File: config.mk
export PLATFORM = sky130hd
export DESIGN_NAME = pll_lock_filter
export DESIGN_NICKNAME = d
export VERILOG_FILES = /design/src/rtl/lkd_pkg.sv /design/src/rtl/lkd_edge_sync.sv /design/src/rtl/lkd_phase_meter.sv /design/src/rtl/lkd_decimator.sv /design/src/rtl/lkd_hyst_filter.sv /design/src/rtl/pll_lock_filter.sv
export SDC_FILE = /design/constraint.sdc
export NUM_CORES = 1
export LEC_CHECK = 0
export BUFFER_PORTS_ARGS = -buffer_cell sky130_fd_sc_hd__buf_2
export CAP_MARGIN = 20
export CORE_UTILIZATION = 35
export CTS_BUF_LIST = sky130_fd_sc_hd__clkbuf_2 sky130_fd_sc_hd__clkbuf_4 sky130_fd_sc_hd__clkbuf_8
export DETAILED_ROUTE_END_ITERATION = 10
export GPL_ROUTABILITY_DRIVEN = 0
export RECOVER_POWER = 100
export SKIP_CTS_REPAIR_TIMING = 1
export SYNTH_ARGS = -nofsm -noshare
export SYNTH_HDL_FRONTEND = slang
export SYNTH_HIERARCHICAL = 1
export SYNTH_SLANG_ARGS = --single-unit
File: constraint.sdc
create_clock -name clk -period 2.38 [get_ports clk]
set_input_delay 0 -clock clk [delete_from_list [all_inputs] [get_ports clk]]
set_output_delay 0 -clock clk [all_outputs]
set_load 0.01 [all_outputs]
File: src/rtl/lkd_pkg.sv
package lkd_pkg;

  // Which input rose first in the current measurement
  typedef enum logic {
    LEAD_REF = 1'b0,
    LEAD_FB  = 1'b1
  } lead_e;

  // Channel indices inside the synchronizer bundle
  localparam int unsigned CH_REF = 0;
  localparam int unsigned CH_FB  = 1;
  localparam int unsigned CH_NUM = 2;

endpackage

File: src/rtl/lkd_edge_sync.sv
module lkd_edge_sync #(
  parameter int unsigned CHANNELS    = 2,
  parameter int unsigned SYNC_STAGES = 2
) (
  input  logic                clk,
  input  logic                rst,
  input  logic [CHANNELS-1:0] lvl_i,
  output logic [CHANNELS-1:0] rise_o
);

  // chain[0] is the first capture stage; chain[SYNC_STAGES] is the previous synced value
  for (genvar g = 0; g < CHANNELS; g++) begin : g_chan
    logic [SYNC_STAGES:0] chain;

    always_ff @(posedge clk) begin
      if (rst) chain <= '0;
      else     chain <= {chain[SYNC_STAGES-1:0], lvl_i[g]};
    end

    assign rise_o[g] = chain[SYNC_STAGES-1] & ~chain[SYNC_STAGES];
  end

endmodule

File: src/rtl/lkd_phase_meter.sv
module lkd_phase_meter
  import lkd_pkg::*;
#(
  parameter int unsigned CNT_W = 6
) (
  input  logic             clk,
  input  logic             rst,
  input  logic             clr_i,
  input  logic             rise_ref_i,
  input  logic             rise_fb_i,
  output logic             valid_o,
  output logic [CNT_W-1:0] width_o
);

  localparam logic [CNT_W-1:0] CNT_MAX = '1;

  logic             busy;
  lead_e            lead;
  logic [CNT_W-1:0] cnt;
  logic             lead_rise;
  logic             lag_rise;

  assign lead_rise = (lead == LEAD_REF) ? rise_ref_i : rise_fb_i;
  assign lag_rise  = (lead == LEAD_REF) ? rise_fb_i  : rise_ref_i;

  always_ff @(posedge clk) begin
    if (rst || clr_i) begin
      busy    <= 1'b0;
      lead    <= LEAD_REF;
      cnt     <= '0;
      valid_o <= 1'b0;
      width_o <= '0;
    end else begin
      valid_o <= 1'b0;
      if (!busy) begin
        if (rise_ref_i && rise_fb_i) begin
          valid_o <= 1'b1;
          width_o <= '0;
        end else if (rise_ref_i || rise_fb_i) begin
          busy <= 1'b1;
          lead <= rise_ref_i ? LEAD_REF : LEAD_FB;
          cnt  <= CNT_W'(1);
        end
      end else begin
        if (lag_rise) begin
          valid_o <= 1'b1;
          width_o <= cnt;
          busy    <= 1'b0;
        end else if (lead_rise) begin
          // lagging edge never arrived: report as saturated and restart
          valid_o <= 1'b1;
          width_o <= CNT_MAX;
          cnt     <= CNT_W'(1);
        end else if (cnt != CNT_MAX) begin
          cnt <= cnt + CNT_W'(1);
        end
      end
    end
  end

  // same-cycle edges from idle give a zero-width result next cycle
  p_coincident_zero_r6: assert property (@(posedge clk) disable iff (rst)
    (!busy && !clr_i && rise_ref_i && rise_fb_i) |=> (valid_o && width_o == '0));

endmodule

File: src/rtl/lkd_decimator.sv
module lkd_decimator #(
  parameter int unsigned CNT_W = 6,
  parameter int unsigned DECIM = 64
) (
  input  logic             clk,
  input  logic             rst,
  input  logic             clr_i,
  input  logic             valid_i,
  input  logic [CNT_W-1:0] width_i,
  output logic             eval_o,
  output logic [CNT_W-1:0] width_o
);

  localparam int unsigned DW = (DECIM > 1) ? $clog2(DECIM) : 1;
  localparam logic [DW-1:0] LAST = DW'(DECIM - 1);

  logic [DW-1:0] phase;

  always_ff @(posedge clk) begin
    if (rst || clr_i) begin
      phase   <= '0;
      eval_o  <= 1'b0;
      width_o <= '0;
    end else begin
      eval_o <= 1'b0;
      if (valid_i) begin
        if (phase == LAST) begin
          phase   <= '0;
          eval_o  <= 1'b1;
          width_o <= width_i;
        end else begin
          phase <= phase + DW'(1);
        end
      end
    end
  end

  // an evaluation is a single isolated pulse
  p_eval_isolated_r1: assert property (@(posedge clk) disable iff (rst)
    eval_o |=> !eval_o);

endmodule

File: src/rtl/lkd_hyst_filter.sv
module lkd_hyst_filter #(
  parameter int unsigned CNT_W       = 6,
  parameter int unsigned GOOD_NEEDED = 4,
  parameter int unsigned LOSS_THR    = 10
) (
  input  logic             clk,
  input  logic             rst,
  input  logic             clr_i,
  input  logic             eval_i,
  input  logic [CNT_W-1:0] width_i,
  input  logic [CNT_W-1:0] acq_thr_i,
  output logic             lock_o
);

  localparam int unsigned GW = $clog2(GOOD_NEEDED + 1);
  localparam logic [GW-1:0] NEED = GW'(GOOD_NEEDED);
  localparam logic [CNT_W-1:0] LOSS_V = CNT_W'(LOSS_THR);

  logic [GW-1:0] good_cnt;
  logic          good_w;
  logic          bad_w;
  logic [GW-1:0] good_next;

  assign good_w    = width_i < acq_thr_i;
  assign bad_w     = width_i > LOSS_V;
  assign good_next = (good_cnt == NEED) ? NEED : good_cnt + GW'(1);

  always_ff @(posedge clk) begin
    if (rst || clr_i) begin
      good_cnt <= '0;
      lock_o   <= 1'b0;
    end else if (eval_i) begin
      if (good_w) begin
        good_cnt <= good_next;
        if (good_next == NEED) lock_o <= 1'b1;
      end else begin
        good_cnt <= '0;
        if (bad_w) lock_o <= 1'b0;
      end
    end
  end

  // lock only rises on an evaluated good comparison
  p_rise_on_good_r2: assert property (@(posedge clk) disable iff (rst)
    $rose(lock_o) |-> ($past(eval_i) && $past(good_w)));

  // lock only falls via clear or an evaluated width above the loss limit
  p_fall_cause_r4: assert property (@(posedge clk) disable iff (rst)
    $fell(lock_o) |-> ($past(clr_i) || ($past(eval_i) && $past(width_i) > LOSS_V)));

  // good run counter stays bounded
  p_good_bound_r5: assert property (@(posedge clk) disable iff (rst)
    good_cnt <= NEED);

  // clear wipes lock history
  p_clear_wipes_r8: assert property (@(posedge clk) disable iff (rst)
    clr_i |=> (!lock_o && good_cnt == '0));

endmodule

File: src/rtl/pll_lock_filter.sv
module pll_lock_filter
  import lkd_pkg::*;
#(
  parameter int unsigned CNT_W       = 6,
  parameter int unsigned DECIM       = 64,
  parameter int unsigned GOOD_NEEDED = 4,
  parameter int unsigned ACQ_THR_HI  = 5,
  parameter int unsigned ACQ_THR_LO  = 10,
  parameter int unsigned LOSS_THR    = 10,
  parameter int unsigned SYNC_STAGES = 2
) (
  input  logic clk,
  input  logic rst,
  input  logic ref_div,
  input  logic fb_div,
  input  logic ld_enable,
  input  logic power_down,
  input  logic band_high,
  output logic lock_out
);

  logic [CH_NUM-1:0] lvl;
  logic [CH_NUM-1:0] rise;
  logic              meas_valid;
  logic [CNT_W-1:0]  meas_width;
  logic              eval;
  logic [CNT_W-1:0]  eval_width;
  logic [CNT_W-1:0]  acq_thr;
  logic              lock_state;

  assign lvl[CH_REF] = ref_div;
  assign lvl[CH_FB]  = fb_div;
  assign acq_thr     = band_high ? CNT_W'(ACQ_THR_HI) : CNT_W'(ACQ_THR_LO);

  lkd_edge_sync #(
    .CHANNELS   (CH_NUM),
    .SYNC_STAGES(SYNC_STAGES)
  ) u_sync (
    .clk   (clk),
    .rst   (rst),
    .lvl_i (lvl),
    .rise_o(rise)
  );

  lkd_phase_meter #(
    .CNT_W(CNT_W)
  ) u_meter (
    .clk       (clk),
    .rst       (rst),
    .clr_i     (power_down),
    .rise_ref_i(rise[CH_REF]),
    .rise_fb_i (rise[CH_FB]),
    .valid_o   (meas_valid),
    .width_o   (meas_width)
  );

  lkd_decimator #(
    .CNT_W(CNT_W),
    .DECIM(DECIM)
  ) u_decim (
    .clk    (clk),
    .rst    (rst),
    .clr_i  (power_down),
    .valid_i(meas_valid),
    .width_i(meas_width),
    .eval_o (eval),
    .width_o(eval_width)
  );

  lkd_hyst_filter #(
    .CNT_W      (CNT_W),
    .GOOD_NEEDED(GOOD_NEEDED),
    .LOSS_THR   (LOSS_THR)
  ) u_filt (
    .clk      (clk),
    .rst      (rst),
    .clr_i    (power_down),
    .eval_i   (eval),
    .width_i  (eval_width),
    .acq_thr_i(acq_thr),
    .lock_o   (lock_state)
  );

  always_ff @(posedge clk) begin
    if (rst) lock_out <= 1'b0;
    else     lock_out <= lock_state & ld_enable & ~power_down;
  end

  // disabled output is low one cycle later
  p_out_gated_r7: assert property (@(posedge clk) disable iff (rst)
    !ld_enable |=> !lock_out);

  // power-down output is low one cycle later
  p_pd_low_r8: assert property (@(posedge clk) disable iff (rst)
    power_down |=> !lock_out);

endmodule

==> impl_results.md <==
* Run status: finished, violations left
* Failing checks: hold timing
* Slowest cell on the critical path: nor2b_1
* GR Util met3 at 4.82%
* Mapped Area at 1860 sq um
* Overall die width at around 75 um
* H-tree depth at 2
* Register area share after synthesis at 42.0%
* Number of vias per cell at 4.88
* Nets@finish at between 200 and 250
* CP bufs+invs at 1
* CTS max path bufs at 2
* Final Util at between 40% and 50%
* Row count at 26
* Filler instances at roughly 530
* Syn Inst Count at about 210
* Leak Pwr at 0.733 nW
* CTS Root Buffer Type: clkbuf_8
* Critical path cell sequence: nor2b_1, inv_1, ha_1, nor3_1, a21o_4, a41oi_1, a211oi_1
* WP data required at 2590 ps
* Initial Utilization at a little over a third
* CTS sink cnt at 39
* TritonCTS Buffers at 5
* CP Launch Type: flop
* Initial antenna violation count at 0
* Syn_area_per_cell at roughly 8.9 sq um
* Final setup TNS at 0 ps
* Number of port buffers at 7
* Final Max Slew Viols at 0
* Die ar. at approximately 5600 sq um
* Max Clk Rate at 495 MHz
* CP delay by family, top: simple AND/OR/NAND/NOR gates
* Worst VDD drop at about 0.00042 V
* Antenna Violating Nets Remaining at 0
* Layout cell share with drive strength beyond 1 at between 10% and 20%
* Die Y at 74.9 um
* GRT Max-Usage Layer: met2
* RSZ-0062 raised after global routing: false
* First-pass GRT wire length at 5640 um
* Worst Path Max Fanout at 8
* Hold_ws at -4.99 ps
* Io pins at 8
* Clock Skew at approximately 6.5 ps
* Placed cell area at slightly below 2000 sq um
* Biggest cell delay along the critical path at approximately 420 ps
* Max-cap violations at 0
* Routed wire length at 3320 um
* Fin. Hold Viols at 1
* Gr usage total at roughly an eighth
* Tmin final at 2020 ps
* Via count at between 1000 and 1500
* # diodes at 0
* Layout area overhead at 11.8%
* Placed cell count at between 200 and 300
* Avg WL per Cell at ~11 um
* Vias in the first global route at approximately 1300
* Top FF cell, synth: dfxtp_1
* Worst-path clk slew at 70 ps
* Core area at just over 5000 sq um
* Distinct cells, synth at 46
* Setup Viol. Count Final at 0
* Setup CP Type: reg2reg
* Post-synth EDFFs at 0
* Non-filler cells in the finished layout at 290
* Drc violations at 0
* P per Cell Area at just over 600 nW/um^2
* GR met2 Demand/Resource at 19.9%
* Drt pass-1 iters at 4
* Global route overflow at 0
* Pin count of the biggest net entering global routing at 15
* CTS tree: built
* Grt met1 use at between 15 and 20%
* Ys Warns at 6
* Ys async rst share at 0%
* Finished Cell Area at around 2100 sq um
* Flops & latches, synth at 39
* Critical Path AT at ~2200 ps
* DR iter-0 viols at 36
* Period utilization at a little over four fifths
* Final HPWL DP at approximately 2400 um
* Hold Path Class: in2reg
* Worst-skew pair later-pin latency at between 200 and 300 ps
* Endpoint class of the critical path: flop
[metrics by stage]
stage,power (W),setup slack [ps]
floorplan,0.000724,648
global placement,0.000744,528
detailed placement,0.000745,466
CTS,0.00129,442
global route,0.00132,130
finish,0.00128,360
[final cells by class]
type	count	area, sq um	area share (%)
clock buffers	6	76.3	3.67
inverters	11	41.3	1.99
clock inverters	1	30.0	1.44
flip-flops and latches	39	781	37.6
repair buffers	9	53.8	2.59
well taps	70	87.6	4.21
multi-input cells	154	1010	48.5
[flip-flops by register name, indices dropped and copies added, names as in the netlist]
name                 flops
u_sync/g_chan.chain      6
u_decim/eval_o           1
u_decim/phase            6
u_meter/valid_o          1
u_meter/lead             1
u_filt/lock_o            1
u_meter/busy             1
u_filt/good_cnt          3
u_meter/cnt              6
lock_out                 1
u_decim/width_o          6
u_meter/width_o          6
[cell usage after synthesis (3+ instances only)]
| master | number | area, sq um |
|---|---|---|
| a21oi_1 | 21 | 105 |
| dfxtp_1 | 39 | 781 |
| nand2_1 | 18 | 67.6 |
| xnor2_1 | 3 | 26.3 |
| nand3_1 | 9 | 45.0 |
| clkbuf_1 | 5 | 18.8 |
| nor2b_1 | 9 | 56.3 |
| o21ai_0 | 16 | 80.1 |
| nand4_1 | 4 | 25.0 |
| nor2_1 | 12 | 45.0 |
| mux2i_1 | 3 | 30.0 |
| nor3_1 | 4 | 20.0 |
| inv_1 | 11 | 41.3 |
| a211oi_1 | 6 | 45.0 |
| ha_1 | 11 | 138 |
[kinds of logic (layout without fill, tap and decap cells)]
family,after synthesis,in the layout,synth area share (%)
buffers and inverters,17,27,3.50
other,1,2,0.202
multiplexers,4,4,2.83
AO/OA/AOI/OAI,59,59,20.7
adder cells (fa/ha/maj),11,11,7.40
XOR/XNOR,5,5,2.36
flip-flops,39,39,42.0
AND/OR/NAND/NOR,73,73,21.1
[power breakdown]
group / leakage [nW] / switching (W) / internal (W)
clock network: 0.0547 / 0.000226 / 0.000319
registers: 0.315 / 0.00000523 / 0.000659
logic: 0.363 / 0.0000398 / 0.0000268
[path summary, 6_finish.rpt]
| path | start | endpoint | slack, ps | cells past startpoint |
|---|---|---|---|---|
| max | u_sync/g_chan[0].chain[1] | u_meter/cnt[4] | 360 | 7 |
| min | power_down | u_filt/good_cnt[2] | -5 | 2 |
| max reg2reg | u_sync/g_chan[0].chain[1] | u_meter/cnt[4] | 360 | 7 |
| min reg2reg | u_sync/g_chan[0].chain[0] | u_sync/g_chan[0].chain[1] | 440 | 1 |
[cells in the final DEF (no fill, tap or decap), types with 2 or more instances in the layout]
master,Yosys,routed
o21ai_0,16,17
o31ai_1,2,2
mux2i_1,3,3
a21oi_1,21,21
xor2_1,2,2
conb_1,1,2
nand3_1,9,9
a41oi_1,2,2
nor3_1,4,5
or2_2,2,2
nand2_1,18,19
clkbuf_8,0,5
and3_1,2,2
a211oi_1,6,6
nand2b_1,2,2
xnor2_1,3,3
nand4_1,4,4
nor2_1,12,12
nor2b_1,9,9
dfxtp_1,39,39
dlygate4sd3_1,0,2
inv_1,11,11
ha_1,11,11
o22ai_1,2,2
buf_2,1,6
[layer usage]
metal / vias to the layer above / part of all wire (%)
met4: 0 / 1.1
met5: - / 0
met2: 17 / 42
li1: 765 / -
met1: 629 / 55
met3: 5 / 2.7
No activity file was read; power rests on OpenSTA's default activity.
